**config.mk**
```make
export PLATFORM = sky130hd
export DESIGN_NAME = nvm_access_ctrl
export DESIGN_NICKNAME = d
export VERILOG_FILES = /design/src/rtl/nvm_pkg.sv /design/src/rtl/nvm_regs.sv /design/src/rtl/nvm_fsm.sv /design/src/rtl/nvm_timer.sv /design/src/rtl/nvm_stall.sv /design/src/rtl/nvm_access_ctrl.sv
export SDC_FILE = /design/constraint.sdc
export NUM_CORES = 1
export LEC_CHECK = 0
export BUFFER_PORTS_ARGS = -buffer_cell sky130_fd_sc_hd__buf_2
export CAP_MARGIN = 15
export CORE_ASPECT_RATIO = 2
export CORE_MARGIN = 2
export CORE_UTILIZATION = 57
export DETAILED_ROUTE_END_ITERATION = 10
export MAX_ROUTING_LAYER = met4
export PLACE_DENSITY = 0.95
export SLEW_MARGIN = 20
export SYNTH_ARGS = -nofsm -noshare
export SYNTH_HDL_FRONTEND = slang
export SYNTH_SLANG_ARGS = --single-unit
```
**constraint.sdc**
```tcl
create_clock -name clk -period 2.4 [get_ports clk]
set_clock_uncertainty 0.2 [all_clocks]
set_input_delay 0 -clock clk [delete_from_list [all_inputs] [get_ports clk]]
set_output_delay 0 -clock clk [all_outputs]
set_load 0.1 [all_outputs]
```
**src/rtl/nvm_pkg.sv**
```systemverilog
package nvm_pkg;
    typedef enum logic [1:0] {
        ST_IDLE  = 2'd0,
        ST_ARMED = 2'd1,
        ST_PROG  = 2'd2
    } nvm_state_e;

    localparam logic [1:0] SEL_ADDR = 2'd0;
    localparam logic [1:0] SEL_DATA = 2'd1;
    localparam logic [1:0] SEL_CTRL = 2'd2;

    localparam int RSTB_BIT = 0;
    localparam int WSTB_BIT = 1;
    localparam int ARM_BIT  = 2;
    localparam int MODE_LO  = 4;
    localparam int MODE_HI  = 5;

    localparam logic [1:0] MODE_FLUSH = 2'b11;
endpackage

```
**src/rtl/nvm_regs.sv**
```systemverilog
module nvm_regs #(
    parameter int ADDR_W = 8
) (
    input  logic              clk,
    input  logic              rst_n,
    input  logic              bus_we,
    input  logic [1:0]        bus_sel,
    input  logic [7:0]        bus_wdata,
    input  logic              busy,
    input  logic              arm_req,
    input  logic              rd_req,
    input  logic [7:0]        arr_rdata,
    output logic [ADDR_W-1:0] addr_q,
    output logic [7:0]        data_q,
    output logic [1:0]        mode_q
);
    import nvm_pkg::*;

    always_ff @(posedge clk) begin
        if (!rst_n) begin
            addr_q <= '0;
            data_q <= '0;
            mode_q <= '0;
        end else begin
            if (bus_we && bus_sel == SEL_ADDR && !busy)
                addr_q <= bus_wdata[ADDR_W-1:0];
            if (rd_req)
                data_q <= arr_rdata;
            else if (bus_we && bus_sel == SEL_DATA)
                data_q <= bus_wdata;
            if (arm_req && !busy)
                mode_q <= bus_wdata[MODE_HI:MODE_LO];
        end
    end
endmodule

```
**src/rtl/nvm_fsm.sv**
```systemverilog
module nvm_fsm #(
    parameter int ARM_WIN = 4
) (
    input  logic clk,
    input  logic rst_n,
    input  logic arm_req,
    input  logic strobe_req,
    input  logic flush_sel,
    input  logic done,
    output logic busy,
    output logic armed,
    output logic prog_pulse,
    output logic flush_pulse
);
    import nvm_pkg::*;

    localparam int AW = $clog2(ARM_WIN + 1);
    localparam logic [AW-1:0] ARM_LOAD = AW'(ARM_WIN);
    localparam logic [AW-1:0] ARM_ONE  = AW'(1);

    nvm_state_e      state, state_nxt;
    logic [AW-1:0]   arm_cnt, arm_nxt;

    always_ff @(posedge clk) begin
        if (!rst_n) begin
            state   <= ST_IDLE;
            arm_cnt <= '0;
        end else begin
            state   <= state_nxt;
            arm_cnt <= arm_nxt;
        end
    end

    always_comb begin
        state_nxt = state;
        arm_nxt   = '0;
        unique case (state)
            ST_IDLE: begin
                if (arm_req) begin
                    state_nxt = ST_ARMED;
                    arm_nxt   = ARM_LOAD;
                end
            end
            ST_ARMED: begin
                if (strobe_req) begin
                    state_nxt = flush_sel ? ST_IDLE : ST_PROG;
                end else if (arm_req) begin
                    arm_nxt = ARM_LOAD;
                end else if (arm_cnt == ARM_ONE) begin
                    state_nxt = ST_IDLE;
                end else begin
                    arm_nxt = arm_cnt - ARM_ONE;
                end
            end
            ST_PROG: begin
                if (done) state_nxt = ST_IDLE;
            end
            default: state_nxt = ST_IDLE;
        endcase
    end

    always_comb begin
        busy        = 1'b0;
        armed       = 1'b0;
        prog_pulse  = 1'b0;
        flush_pulse = 1'b0;
        unique case (state)
            ST_IDLE: ;
            ST_ARMED: begin
                armed       = 1'b1;
                prog_pulse  = strobe_req && !flush_sel;
                flush_pulse = strobe_req && flush_sel;
            end
            ST_PROG:  busy = 1'b1;
            default: ;
        endcase
    end
endmodule

```
**src/rtl/nvm_timer.sv**
```systemverilog
module nvm_timer #(
    parameter int PROG_TICKS = 26368
) (
    input  logic clk,
    input  logic rst_n,
    input  logic run,
    input  logic tick,
    output logic done
);
    localparam int CW = $clog2(PROG_TICKS);
    localparam logic [CW-1:0] LAST = CW'(PROG_TICKS - 1);

    logic [CW-1:0] cnt;

    assign done = run && tick && (cnt == LAST);

    always_ff @(posedge clk) begin
        if (!rst_n || !run || done)
            cnt <= '0;
        else if (tick)
            cnt <= cnt + CW'(1);
    end
endmodule

```
**src/rtl/nvm_stall.sv**
```systemverilog
module nvm_stall #(
    parameter int WR_STALL = 2,
    parameter int RD_STALL = 4
) (
    input  logic clk,
    input  logic rst_n,
    input  logic load_wr,
    input  logic load_rd,
    output logic stall
);
    localparam int MAXS = (WR_STALL > RD_STALL) ? WR_STALL : RD_STALL;
    localparam int SW   = $clog2(MAXS + 1);

    logic [SW-1:0] cnt;

    assign stall = (cnt != '0);

    always_ff @(posedge clk) begin
        if (!rst_n)
            cnt <= '0;
        else if (load_wr)
            cnt <= SW'(WR_STALL);
        else if (load_rd)
            cnt <= SW'(RD_STALL);
        else if (cnt != '0)
            cnt <= cnt - SW'(1);
    end
endmodule

```
**src/rtl/nvm_access_ctrl.sv**
```systemverilog
module nvm_access_ctrl #(
    parameter int ADDR_W     = 8,
    parameter int ARM_WIN    = 4,
    parameter int PROG_TICKS = 26368,
    parameter int WR_STALL   = 2,
    parameter int RD_STALL   = 4
) (
    input  logic              clk,
    input  logic              rst_n,
    input  logic              osc_tick,
    input  logic              bus_we,
    input  logic [1:0]        bus_sel,
    input  logic [7:0]        bus_wdata,
    output logic [7:0]        bus_rdata,
    output logic              stall,
    output logic              busy,
    output logic [ADDR_W-1:0] arr_addr,
    output logic [7:0]        arr_wdata,
    input  logic [7:0]        arr_rdata,
    output logic              arr_rd,
    output logic              arr_prog,
    output logic              arr_flush
);
    import nvm_pkg::*;

    logic              ctrl_wr, arm_req, strobe_req, rd_req;
    logic              armed, done;
    logic [ADDR_W-1:0] addr_q;
    logic [7:0]        data_q;
    logic [1:0]        mode_q;

    assign ctrl_wr    = bus_we && (bus_sel == SEL_CTRL);
    assign strobe_req = ctrl_wr && bus_wdata[WSTB_BIT];
    assign arm_req    = ctrl_wr && bus_wdata[ARM_BIT] && !bus_wdata[WSTB_BIT];
    assign rd_req     = ctrl_wr && bus_wdata[RSTB_BIT] && !bus_wdata[WSTB_BIT] && !busy;

    nvm_regs #(.ADDR_W(ADDR_W)) u_regs (
        .clk       (clk),
        .rst_n     (rst_n),
        .bus_we    (bus_we),
        .bus_sel   (bus_sel),
        .bus_wdata (bus_wdata),
        .busy      (busy),
        .arm_req   (arm_req),
        .rd_req    (rd_req),
        .arr_rdata (arr_rdata),
        .addr_q    (addr_q),
        .data_q    (data_q),
        .mode_q    (mode_q)
    );

    nvm_fsm #(.ARM_WIN(ARM_WIN)) u_fsm (
        .clk         (clk),
        .rst_n       (rst_n),
        .arm_req     (arm_req),
        .strobe_req  (strobe_req),
        .flush_sel   (mode_q == MODE_FLUSH),
        .done        (done),
        .busy        (busy),
        .armed       (armed),
        .prog_pulse  (arr_prog),
        .flush_pulse (arr_flush)
    );

    nvm_timer #(.PROG_TICKS(PROG_TICKS)) u_timer (
        .clk   (clk),
        .rst_n (rst_n),
        .run   (busy),
        .tick  (osc_tick),
        .done  (done)
    );

    nvm_stall #(.WR_STALL(WR_STALL), .RD_STALL(RD_STALL)) u_stall (
        .clk     (clk),
        .rst_n   (rst_n),
        .load_wr (arr_prog || arr_flush),
        .load_rd (rd_req),
        .stall   (stall)
    );

    assign arr_addr  = addr_q;
    assign arr_wdata = data_q;
    assign arr_rd    = rd_req;

    always_comb begin
        unique case (bus_sel)
            SEL_ADDR: bus_rdata = 8'(addr_q);
            SEL_DATA: bus_rdata = data_q;
            SEL_CTRL: bus_rdata = {2'b00, mode_q, 1'b0, armed, busy, 1'b0};
            default:  bus_rdata = 8'h00;
        endcase
    end
endmodule

```
==> metrics.md <==
| Metric | Value |
|---|---|
| Reg2reg path depth | `6` |
| Dominant cell type by area after synthesis | `dfxtp_1` |
| Post-Syn Area | `between 2000 and 2500 sq um` |
| Main synth FF type | `dfxtp_1` |
| Post-CTS setup buffer count | `0` |
| Synth async-reset ratio | `0%` |
| Drt via density | `about 5.6` |
| Register area | `~800 sq um` |
| Critical path capture point type | `flop` |
| Synth Instances | `between 200 and 250` |
| Clk pin slew, worst setup/hold paths | `about 0.09 ns` |
| Initial antenna violation count | `0` |
| Fin Setup TNS | `0 ns` |
| Multi-input logic area | `around 1200 sq um` |
| CTS tree | `yes` |
| Pre-CTS setup slack | `0.592 ns` |
| # IOs | `51` |
| Worst Setup Path Type | `in -> reg` |
| PortBufs | `50` |
| Area of the core | `between 3000 and 4000 sq um` |
| WP depth | `7` |
| Tcrit/Tclk final | `a little over nine tenths` |
| GRT overflow | `0` |
| VDD IR max | `between 0.6 and 0.7 mV` |
| CTS H-tree lvls | `2` |
| WL per Instance | `16.3 um` |
| Hpwl dp | `between 3 and 4 mm` |
| Final min period | `between 2 and 2.5 ns` |
| R2r setup slk | `approximately 0.15 ns` |
| #FFs+latches synth | `41` |
| Required time worst endpoint | `between 2 and 2.5 ns` |
| Clock Latency Late Sink | `approximately 0.30 ns` |
| Crit-path leading delay family | `buffers and inverters` |
| Largest cells by area after synthesis | `dfxtp_1 (39%), mux2i_1 (12%), nor2_1 (7.0%)` |
| Reg-to-Reg End | `u_regs.data_q[1]` |
| Diodes inserted | `0` |
| Rel. slew slack | `between 50% and 60%` |
| Site Rows | `31` |
| Finish-stage setup viols | `0` |
| Fillcell total | `roughly 260` |
| GRT Util Overall | `29.0%` |
| Die height | `a little under 90 um` |
| Largest net degree at the start of global routing | `18` |
| CP Buf/Inv Count | `3` |
| First-pass GRT wire length | `around 8.5 mm` |
| Fmax | `0.430 GHz` |
| Share of cells above drive strength 1 | `between 20 and 30%` |
| Most used cell along the critical path | `dlygate4sd3_1` |
| Num CTS Buffers | `5` |
| Iteration-0 DRC Markers | `71` |
| Core Util, Final | `75.4%` |
| CP Cell Sequence | `dlygate4sd3_1 -> buf_2 -> and4bb_2 -> nand3_4 -> o21ai_0 -> a21oi_1 -> dlygate4sd3_1` |
| Total power | `around 1.6 mW` |
| Static Leak | `between 1 and 1.5 nW` |
| Drt drc | `0` |
| Mean area per synthesized cell | `~9.2 sq um` |
| First-pass DRT Iterations | `4` |
| Post-Synthesis Net Count | `about 250` |
| CP max stage cell | `dlygate4sd3_1` |
| Chip Width | `46.8 um` |
| CP Max Fanout | `17` |
| Post-route ant nets | `0` |
| Distinct cells, synth | `39` |
| CTS max path bufs | `2` |
| Post-route setup slack | `0.0769 ns` |
| Initial Utilization | `58.4%` |
| Slew Viols, Final | `0` |
| Slew @ Worst Pin | `0.634 ns` |
| RePlAce Congestion | `0.840` |
| Worst R2R Start | `u_fsm.state[1]` |
| HP Class | `in -> reg` |
| Yosys top cell area share | `39.4%` |
| Root Buffer | `clkbuf_8` |
| Max-cap violations | `0` |
| Final hold vios | `0` |
| Via Count | `1928` |
| EDFF count, synth | `0` |
| Final-stage net count | `around 320` |
| Worst Path Arrival | `roughly 2.3 ns` |
| WHS Path Cells | `3` |
| P per Cell Area | `between 600 and 700 nW/um^2` |
| Outcome | `complete, no violations` |
| Unrepaired setup endpoints after global routing | `false` |
| Die area | `4180 sq um` |
| Worst setup SP type | `primary input` |
| Hold Crit Start | `bus_sel[1]` |
| Register area share after synthesis | `~39%` |
| Synth warnings | `0` |
| Area delta synth->final | `29.1%` |
| CTS sink cnt | `~40` |
| Vias in the first global route | `~2000` |
| DRT Wirelength | `approximately 5.6 mm` |
| Crit path largest cell delay | `0.56 ns` |
| Hold endpoint | `u_stall.cnt[1]` |
-- layout by cell type (no fill, tap or decap), types with 2 or more instances in the layout --
| master | instances |
|---|---|
| nand4_2 | 3 |
| dlygate4sd3_1 | 19 |
| clkbuf_8 | 6 |
| mux2i_1 | 26 |
| nand3_1 | 6 |
| nor2_1 | 35 |
| ha_1 | 5 |
| xor2_1 | 5 |
| dfxtp_1 | 41 |
| nor4_1 | 2 |
| nor3_1 | 6 |
| nor3b_1 | 2 |
| xnor2_1 | 10 |
| nor2b_1 | 6 |
| buf_2 | 50 |
| nand3b_1 | 4 |
| nor4_2 | 3 |
| a211oi_2 | 6 |
| o22a_1 | 2 |
| nor2_2 | 5 |
| nand4_1 | 3 |
| nand2_1 | 13 |
| o21ai_2 | 4 |
| inv_1 | 10 |
| a21oi_1 | 4 |
-- final cells by class --
class	instances	area share (%)
Clock buffer	6	3.07
Clock inverter	2	1.40
Inverter	11	1.54
Multi-Input combinational cell	165	44.5
Sequential cell	41	30.5
Tap cell	49	2.28
Timing Repair Buffer	70	16.7
-- what timing repair did --
item                       4_1_cts  5_1_grt
resized for setup                0        1
hold buffers                    19        0
setup endpoints to repair        0        1
hold endpoints to repair        27        0
-- flip-flops by register name, summed over array words and instances, names as in the netlist --
name and flops:
u_regs.data_q 8, u_timer.cnt 15, u_stall.cnt 3, u_fsm.arm_cnt 3
u_regs.addr_q 8, u_regs.mode_q 2, u_fsm.state 2
-- cells by family (layout without fill, tap and decap cells) --
group,count (synthesis),after routing,share of synthesized area (%)
flops,41,41,39.4
mux,26,26,12.5
buf+inv,20,89,4.86
fa+ha+maj,5,5,3.00
xor+xnor,15,15,6.31
simple gates,94,94,24.0
compound gates,25,25,9.91
-- cell usage after synthesis (2+ instances only) --
cell type,instances
o22a_1,2
inv_1,10
nand4_1,3
buf_6,3
a211oi_2,6
a21oi_1,5
nand3_1,6
nor2b_1,6
nor3b_1,2
o21ai_0,5
nor3_1,6
nor2_1,39
dfxtp_1,41
buf_2,3
mux2i_1,26
nor4_2,3
nand4_2,3
clkbuf_1,3
ha_1,5
nand2_1,13
xor2_1,5
nand3b_1,4
xnor2_1,10
nor4_1,2
-- where the power goes --
group / internal (mW) / total [mW] / switching [mW]
clock network: 0.338 / 0.592 / 0.253
logic: 0.0865 / 0.312 / 0.225
registers: 0.697 / 0.712 / 0.0153
-- tightest hold or removal path, delay by kind of cell --
family	cells	cell delay, ns
AO/OA/AOI/OAI	1	0.09
AND/OR/NAND/NOR	1	0.23
buffers and inverters	1	0.20
-- per-stage QoR --
stage          hold WS (ns)  instance area [sq um]  std cells
6_report             0.0755                   2690        344
5_1_grt              0.0838                   2690        344
4_1_cts              0.0592                   2680        344
3_5_place_dp         0.0580                   2370        317
3_3_place_gp         0.0480                   2370        317
2_1_floorplan       -0.0920                   2110        226
-- how the worst max path moves through the flow --
stage,startpoint,endpoint,slack (ns)
finish,bus_wdata[1],u_regs.data_q[1],0.08
global route,bus_wdata[1],u_regs.data_q[1],0.04
CTS,bus_wdata[1],u_regs.data_q[1],0.08
detailed placement,bus_sel[1],arr_rd,0.59
global placement,bus_sel[1],arr_rd,0.64
floorplan,u_regs.data_q[1],bus_rdata[1],0.19
-- metal layers --
layer	share of wire, %	wire (um)	track usage (%)
met1	38	2130	26.1
met3	3.4	188	4.44
met4	3.0	167	14.6
met5	0	0	-
met2	56	3130	54.4
Note: power is estimated with default switching activity, not from simulation.
